**src/rtl/irq_stat_pkg.sv**
```systemverilog
package irq_stat_pkg;

  // Per-bit behaviour, selected at build time.
  typedef enum logic [1:0] {
    BT_RSVD  = 2'd0,
    BT_LEVEL = 2'd1,
    BT_RISE  = 2'd2,
    BT_DUAL  = 2'd3
  } bit_type_e;

  // Master encoding on the bus.
  localparam logic SRC_LOCAL = 1'b0;
  localparam logic SRC_HOST  = 1'b1;

endpackage

```
**src/rtl/irq_bit_cell.sv**
```systemverilog
module irq_bit_cell
  import irq_stat_pkg::*;
#(
  parameter bit_type_e TYPE    = BT_LEVEL,
  parameter logic      RISE_EN = 1'b1,
  parameter logic      FALL_EN = 1'b1
) (
  input  logic clk,
  input  logic rst,
  input  logic cond,
  input  logic clr,
  output logic stat
);

  logic prev_q;
  logic stat_q;
  logic stat_d;
  logic rise_ev;
  logic fall_ev;
  logic set_ev;

  assign rise_ev = cond & ~prev_q;
  assign fall_ev = ~cond & prev_q;

  always_comb begin
    set_ev = 1'b0;
    stat_d = 1'b0;
    case (TYPE)
      BT_LEVEL: stat_d = cond;
      BT_RISE: begin
        set_ev = rise_ev;
        stat_d = set_ev | (stat_q & ~clr);
      end
      BT_DUAL: begin
        set_ev = (RISE_EN & rise_ev) | (FALL_EN & fall_ev);
        stat_d = set_ev | (stat_q & ~clr);
      end
      default: stat_d = 1'b0;
    endcase
  end

  always_ff @(posedge clk) begin
    if (rst) begin
      prev_q <= 1'b0;
      stat_q <= 1'b0;
    end else begin
      prev_q <= cond;
      stat_q <= stat_d;
    end
  end

  assign stat = stat_q;

  generate
    if (TYPE == BT_LEVEL) begin : g_lvl_chk
      // level bit tracks the previous sample of its condition
      a_r2_level_follow: assert property (@(posedge clk) disable iff (rst)
        1'b1 |=> (stat_q == $past(cond)));
    end else if (TYPE == BT_RISE || TYPE == BT_DUAL) begin : g_evt_chk
      // a selected edge latches the bit
      a_r3_edge_sets: assert property (@(posedge clk) disable iff (rst)
        set_ev |=> stat_q);
      // without a clearing read the bit holds
      a_r3_holds: assert property (@(posedge clk) disable iff (rst)
        (stat_q && !clr) |=> stat_q);
      // clearing read without a new edge empties the bit
      a_r5_clear: assert property (@(posedge clk) disable iff (rst)
        (clr && !set_ev) |=> !stat_q);
    end
  endgenerate

endmodule

```
**src/rtl/irq_mask_reg.sv**
```systemverilog
module irq_mask_reg #(
  parameter int W = 32
) (
  input  logic         clk,
  input  logic         rst,
  input  logic         we,
  input  logic [W-1:0] wdata,
  output logic [W-1:0] mask
);

  logic [W-1:0] mask_q;

  always_ff @(posedge clk) begin
    if (rst)     mask_q <= '0;
    else if (we) mask_q <= wdata;
  end

  assign mask = mask_q;

  // a write lands in the mask on the next edge
  a_r10_mask_write: assert property (@(posedge clk) disable iff (rst)
    we |=> (mask_q == $past(wdata)));

endmodule

```
**src/rtl/irq_bus_port.sv**
```systemverilog
module irq_bus_port
  import irq_stat_pkg::*;
#(
  parameter int           W         = 32,
  parameter int           AW        = 2,
  parameter logic [AW-1:0] ADDR_STAT = '0,
  parameter logic [AW-1:0] ADDR_MASK = 1
) (
  input  logic          clk,
  input  logic          rst,
  input  logic          rd,
  input  logic          wr,
  input  logic          src,
  input  logic [AW-1:0] addr,
  input  logic [W-1:0]  stat,
  input  logic [W-1:0]  mask,
  output logic [W-1:0]  rdata,
  output logic          clr_req,
  output logic          mask_we
);

  logic [W-1:0] rd_mux;
  logic [W-1:0] rdata_q;

  assign clr_req = rd && (addr == ADDR_STAT) && (src == SRC_LOCAL);
  assign mask_we = wr && (addr == ADDR_MASK);

  always_comb begin
    if (addr == ADDR_STAT)      rd_mux = stat;
    else if (addr == ADDR_MASK) rd_mux = mask;
    else                        rd_mux = '0;
  end

  always_ff @(posedge clk) begin
    if (rst)     rdata_q <= '0;
    else if (rd) rdata_q <= rd_mux;
  end

  assign rdata = rdata_q;

  // a status read returns the word held in the read cycle
  a_r5_read_value: assert property (@(posedge clk) disable iff (rst)
    (rd && addr == ADDR_STAT) |=> (rdata_q == $past(stat)));

endmodule

```
**src/rtl/irq_status_reg.sv**
```systemverilog
module irq_status_reg
  import irq_stat_pkg::*;
#(
  parameter int              W            = 32,
  parameter int              CASC_W       = 8,
  parameter int              AW           = 2,
  parameter int              SUM_IDX      = 8,
  parameter logic [2*W-1:0]  BIT_TYPES    = 64'h3939_3939_3939_3939,
  parameter logic [W-1:0]    DUAL_RISE_EN = 32'hFFFF_FFBF,
  parameter logic [W-1:0]    DUAL_FALL_EN = 32'hFFFF_FBFF,
  parameter logic [AW-1:0]   ADDR_STAT    = 0,
  parameter logic [AW-1:0]   ADDR_MASK    = 1
) (
  input  logic              clk,
  input  logic              rst,
  input  logic [W-1:0]      cond_in,
  input  logic [CASC_W-1:0] casc_in,
  input  logic              bus_rd,
  input  logic              bus_wr,
  input  logic              bus_src,
  input  logic [AW-1:0]     bus_addr,
  input  logic [W-1:0]      bus_wdata,
  output logic [W-1:0]      bus_rdata,
  output logic              irq
);

  logic [W-1:0] stat_q;
  logic [W-1:0] mask_q;
  logic [W-1:0] rsvd_bits;
  logic [W-1:0] evt_bits;
  logic         clr_req;
  logic         mask_we;
  logic         casc_any;
  logic         irq_q;

  assign casc_any = |casc_in;

  generate
    for (genvar gi = 0; gi < W; gi++) begin : g_bit
      localparam bit_type_e TY = (gi == SUM_IDX) ? BT_LEVEL
                                 : bit_type_e'(BIT_TYPES[2*gi +: 2]);
      logic src_cond;

      assign src_cond      = (gi == SUM_IDX) ? casc_any : cond_in[gi];
      assign rsvd_bits[gi] = (TY == BT_RSVD);
      assign evt_bits[gi]  = (TY == BT_RISE) || (TY == BT_DUAL);

      irq_bit_cell #(
        .TYPE    (TY),
        .RISE_EN (DUAL_RISE_EN[gi]),
        .FALL_EN (DUAL_FALL_EN[gi])
      ) u_cell (
        .clk  (clk),
        .rst  (rst),
        .cond (src_cond),
        .clr  (clr_req),
        .stat (stat_q[gi])
      );
    end
  endgenerate

  irq_mask_reg #(.W(W)) u_mask (
    .clk   (clk),
    .rst   (rst),
    .we    (mask_we),
    .wdata (bus_wdata),
    .mask  (mask_q)
  );

  irq_bus_port #(
    .W         (W),
    .AW        (AW),
    .ADDR_STAT (ADDR_STAT),
    .ADDR_MASK (ADDR_MASK)
  ) u_port (
    .clk     (clk),
    .rst     (rst),
    .rd      (bus_rd),
    .wr      (bus_wr),
    .src     (bus_src),
    .addr    (bus_addr),
    .stat    (stat_q),
    .mask    (mask_q),
    .rdata   (bus_rdata),
    .clr_req (clr_req),
    .mask_we (mask_we)
  );

  always_ff @(posedge clk) begin
    if (rst) irq_q <= 1'b0;
    else     irq_q <= |(stat_q & mask_q);
  end

  assign irq = irq_q;

  // a host status read leaves every pending event bit set
  a_r6_host_keeps: assert property (@(posedge clk) disable iff (rst)
    (bus_rd && bus_addr == ADDR_STAT && bus_src == SRC_HOST)
    |=> ((stat_q & evt_bits & $past(stat_q)) == ($past(stat_q) & evt_bits)));

  // reserved positions never appear on the read data
  a_r8_rsvd_rdata: assert property (@(posedge clk) disable iff (rst)
    (bus_rdata & rsvd_bits) == '0);

  // summary bit follows the cascade OR
  a_r9_summary: assert property (@(posedge clk) disable iff (rst)
    1'b1 |=> (stat_q[SUM_IDX] == $past(casc_any)));

  // interrupt is the registered masked OR
  a_r10_irq_follow: assert property (@(posedge clk) disable iff (rst)
    1'b1 |=> (irq_q == |($past(stat_q & mask_q))));

endmodule

```
**config.mk**
```make
export PLATFORM = sky130hd
export DESIGN_NAME = irq_status_reg
export DESIGN_NICKNAME = d
export VERILOG_FILES = /design/src/rtl/irq_stat_pkg.sv /design/src/rtl/irq_bit_cell.sv /design/src/rtl/irq_mask_reg.sv /design/src/rtl/irq_bus_port.sv /design/src/rtl/irq_status_reg.sv
export SDC_FILE = /design/constraint.sdc
export NUM_CORES = 1
export LEC_CHECK = 0
export ABC_AREA = 1
export CORE_AREA = 2 2 93 95
export CTS_CLUSTER_SIZE = 30
export DETAILED_ROUTE_END_ITERATION = 7
export DIE_AREA = 0 0 95 97
export PLACE_DENSITY_LB_ADDON = 0.08
export SYNTH_ARGS = -nofsm -noshare
export SYNTH_HDL_FRONTEND = slang
export SYNTH_SLANG_ARGS = --single-unit
```
**constraint.sdc**
```tcl
create_clock -name clk -period 2.66 [get_ports clk]
set_input_delay 0.532 -clock clk [delete_from_list [all_inputs] [get_ports clk]]
set_output_delay 0.532 -clock clk [all_outputs]
set_load 0.01 [all_outputs]
```
Word-level counts from Yosys, hierarchy flattened
Cells that the tools add are included.
{"block": "totals", "register_bits": 105, "word_cells": 137}
{"block": "classes", "reduce_logical": 6, "bitwise": 85, "n_eq_ne": 1, "mux": 2}
{"op": "$mux W32", "n": 2}
{"op": "$and A1 B1 Y1", "n": 38}
{"op": "$and A31 B32 Y32", "n": 1}
{"op": "$reduce_or A32 Y1", "n": 1}
{"op": "$not A1 Y1", "n": 24}
{"op": "$or A1 B1 Y1", "n": 22}
{"op": "$reduce_or A8 Y1", "n": 1}
{"op": "$logic_and A1 B1 Y1", "n": 3}
{"op": "$eq A2 B1 Y1 const B", "n": 1}
{"op": "$logic_not A2 Y1", "n": 1}

Longest topological paths before layout
Gate-level depths: netlist of the first run.
{"block": "depth", "word_depth": 6, "depth_mapped": 8, "depth_no_buf": 7}

Cells and area by module
From an unflattened synthesis of the first run, not the netlist that was laid out.
{"block": "unflattened", "hier_cells": 800, "area_unflattened_um2": 5073.6}
{"module": "irq_bus_port", "instances": 1, "cells_per_inst": 314, "area_each_um2": 1866.8}
{"module": "irq_mask_reg", "instances": 1, "cells_per_inst": 203, "area_each_um2": 1338.8}
{"module": "irq_bit_cell at g_bit[10].u_cell ...", "instances": 9, "cells_per_inst": 10, "area_each_um2": 77.6}
{"module": "irq_bit_cell at g_bit[14].u_cell ...", "instances": 6, "cells_per_inst": 13, "area_each_um2": 82.6}
{"module": "irq_status_reg", "instances": 1, "cells_per_inst": 67, "area_each_um2": 274.0}
{"module": "irq_bit_cell at g_bit[0].u_cell ...", "instances": 8, "cells_per_inst": 3, "area_each_um2": 30.0}
{"module": "irq_bit_cell at g_bit[11].u_cell ...", "instances": 8, "cells_per_inst": 2, "area_each_um2": 11.3}
{"module": "irq_bit_cell at g_bit[6].u_cell", "instances": 1, "cells_per_inst": 8, "area_each_um2": 70.1}

Worst setup path before layout of the first run
OpenSTA, ideal clock, no wires.
{"block": "synth_path", "kind": "input-to-reg", "startpoint": "in bus_rd", "endpoint": "reg g_bit[21].u_cell.stat_q", "path_stages": 7, "arrival_time_ps": 1166, "setup_time_ps": 128, "setup_slack_ps": 1366, "cell_sequence": "buf_2 -> nand2_1 -> nor2_2 -> inv_2 -> buf_6 -> a21oi_1 -> nor2_1"}
{"block": "synth_between", "elab_chain_cells": 5}
{"item": "start: declaration", "line": "irq_status_reg.sv:18", "text": "input logic bus_rd,"}
{"item": "$logic_and A1 B1 Y1 (2 in series)", "line": "irq_bus_port.sv:25", "text": "assign clr_req = rd && (addr == ADDR_STAT) && (src == SRC_LOCAL);"}
{"item": "$not A1 Y1", "line": "irq_bit_cell.sv:32", "text": "stat_d = set_ev | (stat_q & ~clr);"}
{"item": "$and A1 B1 Y1", "line": "irq_bit_cell.sv:32"}
{"item": "$or A1 B1 Y1", "line": "irq_bit_cell.sv:32"}
{"item": "end signal: assignment", "line": "irq_bit_cell.sv:48", "text": "stat_q <= stat_d;"}
{"item": "end: declaration", "line": "irq_bit_cell.sv:16", "text": "logic stat_q;"}
No other way between the ends.
A chain may end at the register's enable or synchronous reset.

Worst setup path in the final report of the first run
{"block": "layout_path", "startpoint": "reg u_port.rdata_q[4], in the netlist u_port.rdata[4]", "endpoint": "out bus_rdata[4]"}
{"item": "start: declaration", "line": "irq_bus_port.sv:23", "text": "logic [W-1:0] rdata_q;"}
{"item": "start signal: assignment", "line": "irq_bus_port.sv:36", "text": "else if (rd) rdata_q <= rd_mux;"}
{"item": "end: declaration", "line": "irq_status_reg.sv:23", "text": "output logic [W-1:0] bus_rdata,"}
No word-level cell between the ends.

==> results of run 1 <==
cell type report:
| type | instances | area share |
|---|---|---|
| repair buffers | 111 | 0.207 |
| clock buffers | 12 | 0.0277 |
| well taps | 105 | 0.0251 |
| multi-input cells | 354 | 0.301 |
| flip-flops and latches | 105 | 0.402 |
| clock inverters | 4 | 0.00646 |
| inverters | 43 | 0.0309 |
worst max path at each step:
stage / slack [ns] / from / to / cells past startpoint
global placement: 0.67 / bus_rd / u_port.rdata[30]$_SDFFE_PP0P_ / 8
global route: 0.79 / u_port.rdata[2]$_SDFFE_PP0P_ / bus_rdata[2] / 1
finish: 0.85 / u_port.rdata[4]$_SDFFE_PP0P_ / bus_rdata[4] / 1
detailed placement: 0.63 / bus_addr[1] / u_port.rdata[28]$_SDFFE_PP0P_ / 8
CTS: 0.83 / u_port.rdata[4]$_SDFFE_PP0P_ / bus_rdata[4] / 1
floorplan: 1.37 / bus_rd / g_bit[21].u_cell.stat$_SDFF_PP0_ / 7
sequential cells by signal (all words and copies together) (netlist names):
| register | flops |
|---|---|
| g_bit.u_cell.prev_q | 16 |
| irq | 1 |
| g_bit.u_cell.stat | 24 |
| u_mask.mask | 32 |
| u_port.rdata | 32 |
kinds of logic after synthesis:
family,Yosys count,synth area share
simple gates,274,0.280
flops,105,0.519
buf+inv,78,0.0933
xor+xnor,6,0.0130
compound gates,74,0.0943
layer usage:
metal	global-route usage	part of all wire
met4	0.0613	0.0034
met5	0	0
met3	0.0475	0.059
met1	0.304	0.47
met2	0.331	0.47
report_power, final:
group	internal (mW)	switching (mW)
sequential	1.64	0.0465
clock	0.378	0.537
combinational	0.178	0.160
stage by stage:
step                      area (um^2)   util  power (mW)  setup slack (ns)  std cells
after floorplan                  4050      -        1.89              1.37        537
after global placement           5050  0.621        2.06             0.665        718
final                            5230  0.643        2.94             0.851        734
after CTS                        5230  0.643        2.97             0.831        734
after global routing             5230  0.643        3.07             0.790        734
after detailed placement         5050  0.621        2.06             0.627        718
layout by cell type, fill, tap and decap left out:
master / synthesis / routed
a21oi_1: 57 / 57
a31oi_1: 9 / 9
buf_2: 14 / 1
buf_4: 2 / 9
clkbuf_1: 7 / 2
clkbuf_8: 0 / 10
clkdlybuf4s50_1: 0 / 101
clkinvlp_4: 0 / 1
dfxtp_1: 105 / 105
inv_1: 41 / 41
inv_2: 2 / 2
inv_6: 0 / 3
nand2_1: 146 / 146
nand3_1: 74 / 74
nand3b_1: 1 / 1
nor2_1: 49 / 49
nor2_2: 2 / 1
nor2_4: 0 / 1
nor4_1: 2 / 2
o21ai_0: 8 / 8
xnor2_1: 6 / 6
==> impl_metrics.yaml, run 1 <==
floorplanning:
  io_pins: 112
  rows: 33
  die_w_um: 95
  fp.coreArea_um2: 8130
  start_util: 0.498
  die_y_um: 97
  die-area_um2: 9220
critical_path:
  reg2reg_slack_ns: 1.67
  max_stage_delay_ns: 0.55
  timing.rr.end: "irq$_SDFF_PP0_"
  cp_slowest_cell: "clkdlybuf4s50_1"
  worst-path-max-fanout: 2
  rr_worst_depth: 6
  critPathTopFamily: "buffers and inverters"
  startpoint_type: "register"
  crit_path_end_kind: "output port"
  cp_cell_sequence: "clkdlybuf4s50_1"
  crit_arrival_ns: 1.28
  critPathBufInv: 1
  crit_required_ns: 2.13
  crit_type: "register to output port"
  r2r-start: "g_bit[18].u_cell.stat$_SDFF_PP0_"
sta:
  timing.hold.ws_ns: 0.457
  relSlewSlack: 0.446
  final_hold_viol_count: 0
  final.setup.tns_ns: 0
  drv_slew: 0
  worst_pin_slew_ns: 0.832
  skew_ns: 0.0124
  max_freq_mhz: 553
  layout_min_cycle_time_ns: 1.81
  setup_viol: 0
  fin_crit_sh: 0.680
  rsz0062_at_grt: "no"
final_layout:
  area_delta_synth_final_pct: 29.2
  antenna_cells: 0
  final_nets: 703
  multiInputGateArea_um2: 1570
  fill_cells: 741
  regArea_um2: 2100
  drive_gt1_frac: 0.0445
synthesis:
  synth_top_area_frac: 0.519
  synth_area_leader_cell: "dfxtp_1"
  synth_ff_type: "dfxtp_1"
  ys_types: 18
  netlist_top_cells_count: "146 x nand2_1, 105 x dfxtp_1, 74 x nand3_1, 57 x a21oi_1, 49 x nor2_1"
  yosysSeqAreaShare: 0.519
  synthCells: 537
  synthesis.nets: 616
  synth_area_um2: 4050
  synth_edf_count: 0
  synth_most_common_cell: "nand2_1"
  synth_warnings: 0
  synth_area_leaders: "dfxtp_1 52%, nand2_1 14%, nand3_1 9.1%"
  ys_ff_latch: 105
  async_flop_share: 0
  syn_avg_cell_area_um2: 7.54
global_route:
  grt_max_degree: 83
  grt_overflow: 0
  grt_pass1_vias: 3263
  grt_antenna_before_repair: 0
  grt_pass1_wl_um: 15600
  track_usage: 0.215
power_and_ir_drop:
  cellLeakagePower_nw: 2.18
  power_density_nw_per_um2: 562
  vdd_drop_max_mv: 0.438
status:
  outcome: "complete, no violations"
clock_tree:
  insertion_delay_ns: 0.35
  htreeDepth: 3
  clock_sinks: 105
  cts.path.max_buffers: 2
  cts_tree: "yes"
  root_buffer: "clkbuf_8"
  clkTransAtPathRegs_ns: 0.11
  cts_setup_buffers: 0
  ctsResizeCount: 0
  cts_hold_buf: 0
  cts_buffers: 9
detailed_routing:
  num_vias: 3584
  detail-route-antenna-nets: 0
  drt_iter0_drc: 230
  drt-total-wl_um: 9750
  first_pass_iters: 4
  post-route-drc-count: 0
  via_per_inst: 4.88
  wl_per_cell_um: 13.3
place:
  dpl.hpwl_um: 6580
  routabilityCongestion: 0.813
  port_buffers: 102
hold_path:
  min-delay-start: "u_mask.mask[31]$_SDFFE_PP0P_"
  hold_end: "u_port.rdata[31]$_SDFFE_PP0P_"
  hold_path_class: "register to register"
  min_path_cells: 2
job:
  cap_violations: 0
Power figures use the tool's default switching activity.
==> inputs of run 2 (changes only) <==
- CORE_AREA: 2 2 93 95 -> 2 2 95 97
- DIE_AREA: 0 0 95 97 -> 0 0 97 99
- clock period: 2.66 -> 1.8 ns (I/O delays scaled with it)
==> run 2 against run 1 <==
Die area is 4.2% higher. Critical path depth stayed put. Clock skew is 0.0020 ns higher. Core utilization is 1.6 points lower. Non-clock buffer count is 4 higher. Combinational power is 54% higher. Via count is 0.78% higher. Final area is 2.5% higher. Register-to-register slack worse by 0.86 ns. Critical endpoint is now bus_rdata[17].
==> impl_metrics.yaml, run 2 (synthesis gave the netlist of run 1 again) <==
floorplanning:
  io_pins: 112
  rows: 34
  fp.coreArea_um2: 8550
  die_y_um: 99
  start_util: 0.474
  die_w_um: 97
  die-area_um2: 9600
hold_path:
  hold_path_class: "input port to register"
clock_tree:
  cts.path.max_buffers: 2
  htreeDepth: 3
  cts_buffers: 9
  cts_setup_buffers: 0
  cts_hold_buf: 0
  clkTransAtPathRegs_ns: 0.09
  ctsResizeCount: 0
  clock_sinks: 105
  insertion_delay_ns: 0.36
  cts_tree: "yes"
  root_buffer: "clkbuf_8"
detailed_routing:
  wl_per_cell_um: 13.0
  post-route-drc-count: 0
  drt_iter0_drc: 211
  via_per_inst: 4.87
  num_vias: 3612
  detail-route-antenna-nets: 0
  drt-total-wl_um: 9650
  first_pass_iters: 4
global_route:
  track_usage: 0.209
  grt_max_degree: 83
  grt_overflow: 0
  grt_pass1_wl_um: 16400
  use_met1: 0.289
  met3_usage: 0.0489
  grt_antenna_before_repair: 0
  grt_pass1_vias: 3452
  grtUsageMet2: 0.335
  grt_busiest_layer: "met2"
final_layout:
  fill_cells: 760
  final_cell_mix: "146 x nand2_1, 105 x dfxtp_1, 101 x clkdlybuf4s50_1"
  layout_commonest_cell: "nand2_1"
  layout.cells.non_filler: 741
  regArea_um2: 2100
  area_delta_synth_final_pct: 32.4
  antenna_cells: 0
  multiInputGateArea_um2: 1570
  final_nets: 707
  post-route-util: 0.627
  drive_gt1_frac: 0.0506
sta:
  skew_ns: 0.0143
  setup_viol: 0
  fin_ws_ns: 0.145
  drv_slew: 0
  layout_min_cycle_time_ns: 1.65
  max_freq_mhz: 604
  final_hold_viol_count: 0
  fin_crit_sh: 0.919
  final.setup.tns_ns: 0
  rsz0062_at_grt: "no"
  worst_pin_slew_ns: 0.364
  relSlewSlack: 0.758
critical_path:
  worstSetupEndpoint: "bus_rdata[17]"
  crit_type: "register to output port"
  r2r-start: "g_bit[18].u_cell.stat$_SDFF_PP0_"
  crit_required_ns: 1.44
  cp_slowest_cell: "clkdlybuf4s50_1"
  crit_cells: 1
  startpoint_type: "register"
  crit_path_end_kind: "output port"
  max_stage_delay_ns: 0.56
  cp-startpoint: "u_port.rdata[17]$_SDFFE_PP0P_"
  reg2reg_slack_ns: 0.81
  crit_arrival_ns: 1.29
  rr_worst_depth: 6
  worst-path-max-fanout: 2
  timing.rr.end: "irq$_SDFF_PP0_"
  critPathTopFamily: "buffers and inverters"
  cp_cell_sequence: "clkdlybuf4s50_1"
  critPathBufInv: 1
place:
  port_buffers: 102
  dpl.hpwl_um: 6660
  dpl_worst_slack_ns: 0.105
  dp.cells: 725
  routabilityCongestion: 0.795
power_and_ir_drop:
  power_density_nw_per_um2: 852
  cellLeakagePower_nw: 2.23
  vdd_drop_max_mv: 0.519
  p_total_mw: 4.57
job:
  cap_violations: 0
status:
  outcome: "complete, no violations"
-- run 2: changes by cell type in the layout (fill, tap and decap cells not counted), sizes merged --
cell | before | now
clkinv | 0 | 1
clkbuf | 12 | 11
buf | 10 | 14
bufinv | 0 | 2
clkinvlp | 1 | 2
inv | 46 | 43
-- run 2: power breakdown --
| group | total, mW | internal [mW] | switching (mW) |
|---|---|---|---|
| clock network | 1.55 | 0.783 | 0.770 |
| registers | 2.49 | 2.43 | 0.0669 |
| logic | 0.521 | 0.282 | 0.239 |
-- run 2: final cells by class --
type / count / share of cell area
sequential: 105 / 0.392
inverter: 43 / 0.0301
clock inverter: 5 / 0.0149
tap: 108 / 0.0252
timing repair buffer: 115 / 0.219
clock buffer: 11 / 0.0245
multi-input combinational: 354 / 0.294
-- run 2: metal layers --
| layer | share of wire | vias to the layer above |
|---|---|---|
| met4 | 0.0091 | 0 |
| met5 | 0 | - |
| met3 | 0.054 | 9 |
| met2 | 0.46 | 79 |
| met1 | 0.48 | 1631 |
| li1 | - | 1893 |
-- run 2: stage by stage --
stage | cell area (um^2) | hold WS (ns)
global placement | 5150 | 0.436
floorplan | 4050 | 0.429
CTS | 5360 | 0.420
detailed placement | 5150 | 0.440
finish | 5360 | 0.433
global route | 5360 | 0.437
-- run 2: how the worst min path moves through the flow --
stage,start,end,cells after the start
2_1_floorplan,g_bit[6].u_cell.prev_q$_SDFF_PP0_,g_bit[6].u_cell.stat$_SDFF_PP0_,2
3_3_place_gp,g_bit[6].u_cell.prev_q$_SDFF_PP0_,g_bit[6].u_cell.stat$_SDFF_PP0_,2
3_5_place_dp,g_bit[6].u_cell.prev_q$_SDFF_PP0_,g_bit[6].u_cell.stat$_SDFF_PP0_,2
4_1_cts,rst,u_port.rdata[8]$_SDFFE_PP0P_,4
5_1_grt,rst,u_port.rdata[8]$_SDFFE_PP0P_,4
6_report,rst,u_port.rdata[8]$_SDFFE_PP0P_,4
==> inputs of run 3 (changes only) <==
- MAX_ROUTING_LAYER: unset -> met4
==> run 3 against run 2 <==
Clock power down 12%. Global-route usage rose by 0.57 points. Critical path type unchanged. Total power decreased by 4.1%. Final area shrank 0.33%. Highest routed layer unchanged. Die area did not move. Setup slack better by 0.0061 ns.
==> impl_metrics.yaml, run 3 (synthesis gave the netlist of run 1 again) <==
critical_path:
  worst-path-max-fanout: 2
  crit_arrival_ns: 1.29
  cp-startpoint: "u_port.rdata[12]$_SDFFE_PP0P_"
  critPathTopFamily: "buffers and inverters"
  startpoint_type: "register"
  max_stage_delay_ns: 0.55
  cp_slowest_cell: "clkdlybuf4s50_1"
  worstSetupEndpoint: "bus_rdata[12]"
  rr_worst_depth: 6
  cp_cell_sequence: "clkdlybuf4s50_1"
  crit_type: "register to output port"
  crit_cells: 1
  timing.rr.end: "irq$_SDFF_PP0_"
  crit_required_ns: 1.44
  critPathBufInv: 1
  crit_path_end_kind: "output port"
  r2r-start: "g_bit[18].u_cell.stat$_SDFF_PP0_"
  reg2reg_slack_ns: 0.81
clock_tree:
  clock_sinks: 105
  cts.path.max_buffers: 2
  insertion_delay_ns: 0.36
  htreeDepth: 3
  ctsResizeCount: 0
  cts_hold_buf: 0
  clkTransAtPathRegs_ns: 0.11
  cts_buffers: 9
  cts_setup_buffers: 0
  root_buffer: "clkbuf_8"
  cts_tree: "yes"
sta:
  max_freq_mhz: 606
  fin_crit_sh: 0.916
  worst_pin_slew_ns: 0.403
  final.setup.tns_ns: 0
  rsz0062_at_grt: "no"
  layout_min_cycle_time_ns: 1.65
  relSlewSlack: 0.731
  drv_slew: 0
  setup_viol: 0
  fin_ws_ns: 0.151
  final_hold_viol_count: 0
  skew_ns: 0.0141
status:
  outcome: "complete, no violations"
place:
  dpl.hpwl_um: 6630
  dpl_worst_slack_ns: 0.121
  port_buffers: 102
  routabilityCongestion: 0.827
final_layout:
  antenna_cells: 0
  area_delta_synth_final_pct: 32.0
  final_nets: 707
  layout_commonest_cell: "nand2_1"
  regArea_um2: 2100
  multiInputGateArea_um2: 1570
  fill_cells: 790
  final_cell_mix: "146 x nand2_1, 105 x dfxtp_1, 101 x clkdlybuf4s50_1"
  drive_gt1_frac: 0.0521
global_route:
  grtUsageMet2: 0.327
  grt_overflow: 0
  grt_busiest_layer: "met2"
  grt_pass1_wl_um: 16200
  grt_antenna_before_repair: 0
  met3_usage: 0.0461
  grt_pass1_vias: 3392
  use_met1: 0.293
  track_usage: 0.215
  grt_max_degree: 83
power_and_ir_drop:
  power.share.sequential: 0.570
  p_sw_mw: 1.12
  cellLeakagePower_nw: 2.22
  power_density_nw_per_um2: 820
  vdd_drop_max_mv: 0.470
  intPower_mw: 3.26
  clkPwrFrac: 0.311
  combPwrFrac: 0.120
  swShare: 0.255
hold_path:
  min-delay-start: "g_bit[6].u_cell.prev_q$_SDFF_PP0_"
  hold_path_class: "register to register"
detailed_routing:
  drt_iter0_drc: 190
  via_per_inst: 4.96
  wl_per_cell_um: 13.1
  num_vias: 3672
  post-route-drc-count: 0
  first_pass_iters: 4
  detail-route-antenna-nets: 0
  drt-total-wl_um: 9710
floorplanning:
  io_pins: 112
  fp.coreArea_um2: 8550
  die-area_um2: 9600
  die_y_um: 99
  start_util: 0.474
  die_w_um: 97
  rows: 34
job:
  cap_violations: 0
run 3: cell types whose count changed in the layout (fill, tap and decap cells not counted):
cell and change:
clkinv_4 +1, clkbuf_8 +1, buf_12 +1, inv_6 +1, clkbuf_1 -1, bufinv_16 -2, clkinv_2 -1, buf_4 -1
clkinvlp_4 +1
run 3: power groups by stage:
stage               Sequential [mW]  Clock, mW  Combinational, mW
floorplan                      2.54          0              0.252
global placement               2.55          0              0.520
detailed placement             2.55          0              0.526
CTS                            2.50       1.40              0.530
global route                   2.51       1.50              0.579
finish                         2.50       1.36              0.524
run 3: how the worst min path moves through the flow:
stage | end | slack, ns | cells after the start
after CTS | g_bit[6].u_cell.stat$_SDFF_PP0_ | 0.47 | 2
after detailed placement | g_bit[6].u_cell.stat$_SDFF_PP0_ | 0.44 | 2
after global placement | g_bit[6].u_cell.stat$_SDFF_PP0_ | 0.44 | 2
after floorplan | g_bit[6].u_cell.stat$_SDFF_PP0_ | 0.43 | 2
after global routing | u_port.rdata[31]$_SDFFE_PP0P_ | 0.49 | 2
final | g_bit[6].u_cell.stat$_SDFF_PP0_ | 0.46 | 2
run 3: cell type report:
cell class,count,share of cell area
tap,108,0.0253
multi-input combinational,354,0.295
clock buffer,11,0.0265
clock inverter,5,0.00749
inverter,43,0.0302
sequential,105,0.393
timing repair buffer,115,0.222
run 3: per-stage QoR:
step	power [mW]	instances	instance area [um^2]	util	hold WS, ns
floorplan	2.79	537	4050	-	0.429
global placement	3.07	725	5160	0.604	0.438
detailed placement	3.08	725	5160	0.604	0.438
CTS	4.42	741	5340	0.625	0.465
global route	4.59	741	5340	0.625	0.486
finish	4.38	741	5340	0.625	0.463
run 3: metal layers:
metal,vias up,routed length (um)
met4,0,80
li1,1890,-
met3,6,656
met5,-,0
met2,124,4360
met1,1652,4620
